[src/rtl/strap_cfg_decoder.sv]
module strap_cfg_decoder #(
  parameter int NVM_W = 8,
  parameter int PHASE = 4
) (
  input  logic             clk,
  input  logic             rst_n,
  input  logic             strap_xport,
  input  logic             strap_fsel,
  input  logic             strap_pullup,
  input  logic             nvm_freq_ok,
  input  logic [NVM_W-1:0] nvm_freq_val,
  input  logic             d10_sense,
  output logic             d9_drive,
  output logic             d9_oe,
  output logic             xport_usb,
  output logic [1:0]       ref_code,
  output logic [NVM_W-1:0] ref_nvm_val,
  output logic             boot_int,
  output logic             cfg_valid
);
  localparam int LAST = 2 * PHASE;
  localparam int CW = $clog2(LAST + 2);
  localparam logic [CW-1:0] C_CAP  = CW'(2);
  localparam logic [CW-1:0] C_LO   = CW'(PHASE);
  localparam logic [CW-1:0] C_LAST = CW'(LAST);
  localparam logic [CW-1:0] C_DONE = CW'(LAST + 1);

  logic [CW-1:0] cnt;
  logic [3:0]    sync1, sync2;
  logic [2:0]    strap_q;
  logic          d10_lo_q;
  logic [1:0]    code_d;

  assign d9_oe    = (cnt != C_DONE);
  assign d9_drive = d9_oe && (cnt >= C_LO);

  always_comb begin
    if (strap_q[2])      code_d = 2'd0;
    else if (strap_q[1]) code_d = nvm_freq_ok ? 2'd3 : 2'd0;
    else                 code_d = strap_q[0] ? 2'd2 : 2'd1;
  end

  always_ff @(posedge clk or negedge rst_n) begin
    if (!rst_n) begin
      cnt         <= '0;
      sync1       <= '0;
      sync2       <= '0;
      strap_q     <= '0;
      d10_lo_q    <= 1'b0;
      xport_usb   <= 1'b0;
      ref_code    <= 2'd0;
      ref_nvm_val <= '0;
      boot_int    <= 1'b0;
      cfg_valid   <= 1'b0;
    end else begin
      sync1     <= {d10_sense, strap_xport, strap_fsel, strap_pullup};
      sync2     <= sync1;
      cfg_valid <= (cnt == C_LAST);
      if (cnt != C_DONE) cnt <= cnt + 1'b1;
      if (cnt == C_CAP)  strap_q <= sync2[2:0];
      if (cnt == C_LO)   d10_lo_q <= sync2[3];
      if (cnt == C_LAST) begin
        xport_usb   <= strap_q[2];
        ref_code    <= code_d;
        ref_nvm_val <= (code_d == 2'd3) ? nvm_freq_val : '0;
        boot_int    <= !d10_lo_q && sync2[3];
      end
    end
  end

  a_r10_valid_single: assert property (@(posedge clk) disable iff (!rst_n)
    cfg_valid |=> !cfg_valid);
  a_r10_outputs_frozen: assert property (@(posedge clk) disable iff (!rst_n)
    (cnt == C_DONE && $past(cnt) == C_DONE) |->
      ($stable(ref_code) && $stable(xport_usb) && $stable(boot_int) && $stable(ref_nvm_val)));
  a_r3_usb_forces_32m: assert property (@(posedge clk) disable iff (!rst_n)
    (cfg_valid && xport_usb) |-> (ref_code == 2'd0));
  a_r6_nvm_val_gated: assert property (@(posedge clk) disable iff (!rst_n)
    (ref_code != 2'd3) |-> (ref_nvm_val == '0));
  a_r8_driver_released: assert property (@(posedge clk) disable iff (!rst_n)
    cfg_valid |-> (!d9_oe && !d9_drive));
endmodule

[config.mk]
export PLATFORM = sky130hd
export DESIGN_NAME = strap_cfg_decoder
export DESIGN_NICKNAME = d
export VERILOG_FILES = /design/src/rtl/strap_cfg_decoder.sv
export SDC_FILE = /design/constraint.sdc
export NUM_CORES = 1
export LEC_CHECK = 0
export ABC_CLOCK_PERIOD_IN_PS = 1350
export BUFFER_PORTS_ARGS = -buffer_cell sky130_fd_sc_hd__buf_4
export CORE_MARGIN = 5
export CORE_UTILIZATION = 45
export CTS_BUF_LIST = sky130_fd_sc_hd__clkbuf_16
export CTS_CLUSTER_SIZE = 10
export DETAILED_ROUTE_END_ITERATION = 8
export GPL_TIMING_DRIVEN = 1
export HOLD_SLACK_MARGIN = 0.06
export PLACE_DENSITY = 0.8
export SLEW_MARGIN = 20
export SYNTH_ARGS = -nofsm -noshare
export SYNTH_HDL_FRONTEND = slang
export SYNTH_SLANG_ARGS = --single-unit
export TNS_END_PERCENT = 50
[constraint.sdc]
create_clock -name clk -period 1.35 [get_ports clk]
set_input_delay 0.0675 -clock clk [delete_from_list [all_inputs] [get_ports clk]]
set_output_delay 0.0675 -clock clk [all_outputs]
set_load 0.005 [all_outputs]
# Word-level counts from Yosys, hierarchy flattened
# Index checks and enable logic that the tools add are counted.
# totals
wordCells	25
output_inout_bits	15
ff_bits	29
input_bits	15
# classes
n_addsub	1
eq_ne	5
muxes	5
order_cmp	1
n_reduce_logical	3
# ops
operator	count
$mux 2	4
$mux 8	1
$add 4x1->4 const B	1
$eq 4x2->1 const B	1
$eq 4x3->1 const B	1
$eq 4x4->1 const B	1
$ge 4x3->1 const B	1
$ne 4x4->1 const B	1
$eq 2x2->1 const B	1
$logic_and 1x1->1	2
$logic_not 1->1	1

# Depth between registers and ports, before layout
# depth
ltp_word	5
mapped_depth	6
ltp_nobuf	5

# Worst setup path after synthesis
# Ideal clock, no wire load.
# synth_timing
path_type	register -> register
startpoint	reg cnt[0]
endpoint	reg strap_q[0]
slack_ps	30
n_path_buf	0
setup_ps	125
path_stages_with_launch	5
arrival_time_ps	1195
t_required_ps	1225
synth_period_minus_slack_ps	1320
cell_sequence	dfrtp_1 > inv_1 > ha_1 > nor3b_2 > mux2_2
# synth_between
elab_chain_cells	1
# synth_lines
item	line	source
start, declared	28	logic [CW-1:0] cnt;
start signal, assigned	59	if (cnt != C_DONE) cnt <= cnt + 1'b1;
$eq 4x2->1	60	if (cnt == C_CAP) strap_q <= sync2[2:0];
end signal, assigned	60	
end, declared	30	logic [2:0] strap_q;
# Every way passes these cells.
# A chain may end at the register's enable or synchronous reset.

# Final worst setup path
# layout_timing
startpoint	reg cnt[1]
endpoint	reg xport_usb
# layout_between
elab_chain_cells	1
# layout_lines
item	line	source
$eq 4x4->1	62	if (cnt == C_LAST) begin
end signal, assigned	63	xport_usb <= strap_q[2];
end, declared	15	output logic xport_usb,
# Every way passes these cells.

==> results.md <==
Global route:
- For met1 alone, demand over resource in global routing was 0.1576.
- The remaining global-route overflow is 0.
- The wire length of the first global-routing pass is roughly 3700 um.
- The number of antenna violations at the first check in global routing is 0.
- Entering global routing, the biggest net connects 30 pins.
- In the global route stage, overall resource usage came out at 0.1454.
- For met2 alone, demand over resource in global routing was 0.2330.
- The routing layer with the top usage in global route is met2.
- The number of global-route vias before repair is 877.
- For met3 alone, demand over resource in global routing was 0.04968.

Synth:
- The combined area of all synthesized cells is 0.001126 mm^2.
- During synthesis, Yosys emitted a total of 0 warnings.
- The share of flip-flops with an asynchronous set or reset after synthesis is 1.000.
- The biggest area contributor in the post-synthesis netlist is sky130_fd_sc_hd__dfrtp_1.
- The synthesized design contains 29 register bits.
- The dominant synthesized flop cell is sky130_fd_sc_hd__dfrtp_1.
- After synthesis, the cell types taking the most area are sky130_fd_sc_hd__dfrtp_1 64%, sky130_fd_sc_hd__nand2_1 6.3%, sky130_fd_sc_hd__mux2_2 6.0%.
- For this run, the register share of the synthesized area comes to 0.6444.
- The number of distinct library cells after synthesis is 22.
- In the synthesized netlist, the cells that appear most often are 29 x sky130_fd_sc_hd__dfrtp_1, 19 x sky130_fd_sc_hd__nand2_1, 9 x sky130_fd_sc_hd__o21ai_0, 6 x sky130_fd_sc_hd__mux2_2.
- The number of synthesized flops with an enable pin is 0.
- Yosys instantiated no cell more often than sky130_fd_sc_hd__dfrtp_1.
- Counting every instance in the synthesized netlist gives 92.
- Of the post-synthesis cell area, the dominant cell type holds 0.6444.
- When the netlist entered floorplanning its net count stood at around 110.
- The mean area per synthesized cell is 12.24 um^2.

Clock tree:
- At the later pin of the worst-skew pair, clock insertion delay measures 0.27 ns.
- The H-tree generated during clock tree synthesis spans 2 levels.
- The clock tree from TritonCTS is built.
- The clock sink count is 29.
- The post-CTS clock slew at the launch and capture registers of the worst setup and hold paths is 0.05 ns.
- The tree is rooted in a sky130_fd_sc_hd__clkbuf_16.
- The total clock buffers created by CTS is 5.
- The clock passes through at most 2 buffers.

Floorplan:
- The region available for standard cell placement spans roughly 0.0024 mm^2.
- In this run the count of I/O pins placed on the die edge is 30.
- The die is 60.03 um tall.
- The number of core rows is 18.
- The floorplan step defined a die boundary enclosing 0.003603 mm^2.
- For this configuration, the core starts out at a cell density of 0.4630.
- From left edge to right edge, the die measures 60.03 um.

Place:
- The post-placement worst setup slack is ~0.0053 ns.
- Detailed placement ended at an HPWL of about 1400 um.
- During placement, the flow inserted port buffers numbering 29.
- The placed instance count is 151.
- The final weighted congestion in routability-driven placement is 0.7348.

Timing:
- The final period demand of the worst path is 1.371 ns.
- Setup repair after global routing could not meet its margin everywhere.
- For the pin with the worst max-slew slack, the measured transition is 0.3584 ns.
- The number of pins exceeding their max-slew limit in the final report is 0.
- The worst hold slack across all endpoints is 0.05324 ns.
- The clock tree skew after final layout is ~0.0034 ns.
- For this run, the top clock speed supported by timing is between 700 and 800 MHz.
- In this run the tightest slew margin relative to its limit is 0.7611.
- The final count of hold timing violations is 0.
- Once routing completed, OpenROAD measured the worst setup slack at -0.02103 ns.
- Of the available clock period, the critical path in the final layout requires 1.016.
- Setup violations remaining at the end of the flow were counted as 5.

Setup path:
- The critical path in this run is classified as flop to flop.
- The kind of cell adding the most delay to the critical path is flip-flops.
- At the worst endpoint, the required time is 1.50 ns.
- On the worst path, the slowest cell contributes a delay of about 0.40 ns.
- The data arrival time of the critical path is approximately 1.5 ns.
- STA classifies the critical path startpoint as a flop.
- The signal on the critical path passes through inv_2 -> ha_2 -> nand3b_1 -> buf_6 -> mux2_2.
- Counting both buffers and inverters, the worst setup path holds a total of 2.
- The critical-path maximum fanout is 3.
- The slowest stage of the critical path belongs to the cell sky130_fd_sc_hd__dfrtp_1.
- STA classifies the critical path endpoint as a flop.

Drt:
- In this run, the number of DRC markers left after iteration 0 of detailed routing was 31.
- Before antenna repair, the detailed router went through 2 iterations.
- The detailed-route wire length is about 2300 um.
- Once detail routing completed, the nets flagged for antenna violations numbered 0.
- Dividing the detail-routed via count by the number of cells gives about 4.9.
- The average wire per cell in the routed design is 13.09 um.
- The number of remaining DRC errors is 0.
- The total number of vias is 840.

Status:
- The run finished, with violations left.
- The checks that failed: setup timing.

Final layout:
- The final cell count without fillers is 172.
- The number of nets in the final layout is 160.
- The fraction of the core area covered by cells at the end of the flow is 0.6883.
- The repair_antennas step left the layout with diodes totalling 0.
- The fraction of final layout cells with drive strength greater than 1 is 0.4014.
- The area growth from synthesis to layout is 48.67%.

Flow run:
- Across the run, the number of max-cap violations was 0.

Hold path:
- The class of the most critical hold timing path is input port to flop.

Power and ir drop:
- VDD sags by at most 1275 uV.
- The static power due to leakage is between 0.8 and 0.9 nW.
- The power density over cell area is 1224 mW/mm^2.
-- final cells by class --
class                           instances  area, um^2
Sequential cell                        29       726.9
Tap cell                               30       37.54
Clock inverter                          3       12.51
Fill cell                             188       758.2
Multi-Input combinational cell         56       384.1
Inverter                                4       15.01
Clock buffer                            5       125.1
Timing Repair Buffer                   45       372.9
-- power by group --
part / leakage, nW / internal [mW] / switching [mW] / total, mW
Sequential: 0.358 / 0.903 / 0.0162 / 0.919
Clock: 0.0687 / 0.663 / 0.351 / 1.01
Combinational: 0.387 / 0.0712 / 0.0455 / 0.117
-- worst register-to-register path: stages, from the launching register on --
cell and delay, ns:
sky130_fd_sc_hd__dfrtp_1 0.40, sky130_fd_sc_hd__inv_2 0.06, sky130_fd_sc_hd__ha_2 0.18, sky130_fd_sc_hd__nand3b_1 0.16, sky130_fd_sc_hd__buf_6 0.14, sky130_fd_sc_hd__mux2_2 0.32
-- path summary, 6_finish.rpt --
kind | depth (start not counted) | slack [ns] | startpoint | end
setup / recovery | 5 | -0.02 | cnt[1] | xport_usb
hold / removal | 3 | 0.05 | nvm_freq_val[7] | ref_nvm_val[7]
setup reg to reg | 5 | -0.02 | cnt[1] | xport_usb
hold reg to reg | 0 | 0.35 | sync1[3] | sync2[3]
max in group asynchronous | 2 | 0.82 | rst_n | cnt[2]
min in group asynchronous | 2 | 0.25 | rst_n | ref_nvm_val[7]
-- metrics by stage --
step                      total power, mW  instance area (um^2)  setup TNS [ns]
after floorplan                    0.9550                  1126               0
after global placement              1.025                  1386               0
after detailed placement            1.031                  1386               0
after CTS                           2.063                  1620               0
after global routing                2.131                  1674         -0.5721
final                               2.050                  1674        -0.04448
-- state kept, by name, indices dropped and copies added, names as in the netlist --
signal / cells
strap_q: 3
cfg_valid: 1
cnt: 4
ref_nvm_val: 8
ref_code: 2
sync2: 4
boot_int: 1
d10_lo_q: 1
xport_usb: 1
sync1: 4
-- cell usage in the layout (no fill, tap or decap), types with 3 or more instances in the layout --
cell,n
sky130_fd_sc_hd__nand2_1,19
sky130_fd_sc_hd__mux2_2,6
sky130_fd_sc_hd__o21ai_0,5
sky130_fd_sc_hd__xnor2_1,3
sky130_fd_sc_hd__buf_4,33
sky130_fd_sc_hd__clkbuf_16,5
sky130_fd_sc_hd__o21ai_1,4
sky130_fd_sc_hd__dlygate4sd3_1,8
sky130_fd_sc_hd__buf_6,4
sky130_fd_sc_hd__dfrtp_1,28
-- routing by layer --
layer / wire (um) / vias to the layer above
met5: 0 / -
met4: 82 / 0
met3: 229 / 10
met2: 1066 / 40
met1: 873 / 392
li1: - / 398
-- cells by family (layout without fill, tap and decap cells) --
logic type / after synthesis / count (layout) / share of synthesized area
multiplexers: 7 / 7 / 0.06888
AO/OA/AOI/OAI: 14 / 14 / 0.06888
adder cells (fa/ha/maj): 4 / 4 / 0.04445
flip-flops: 29 / 29 / 0.6444
AND/OR/NAND/NOR: 28 / 28 / 0.1211
XOR/XNOR: 3 / 3 / 0.02334
buffers and inverters: 7 / 57 / 0.02888
-- repair_timing --
item                                   4_1_cts  5_1_grt
gates cloned                                 0        2
buffers inserted                             1        2
endpoints found under the hold margin       36        0
hold buffers                                 8        0
setup endpoints to repair                    4       16
resized for setup                            3       15
Power figures use the tool's default switching activity.
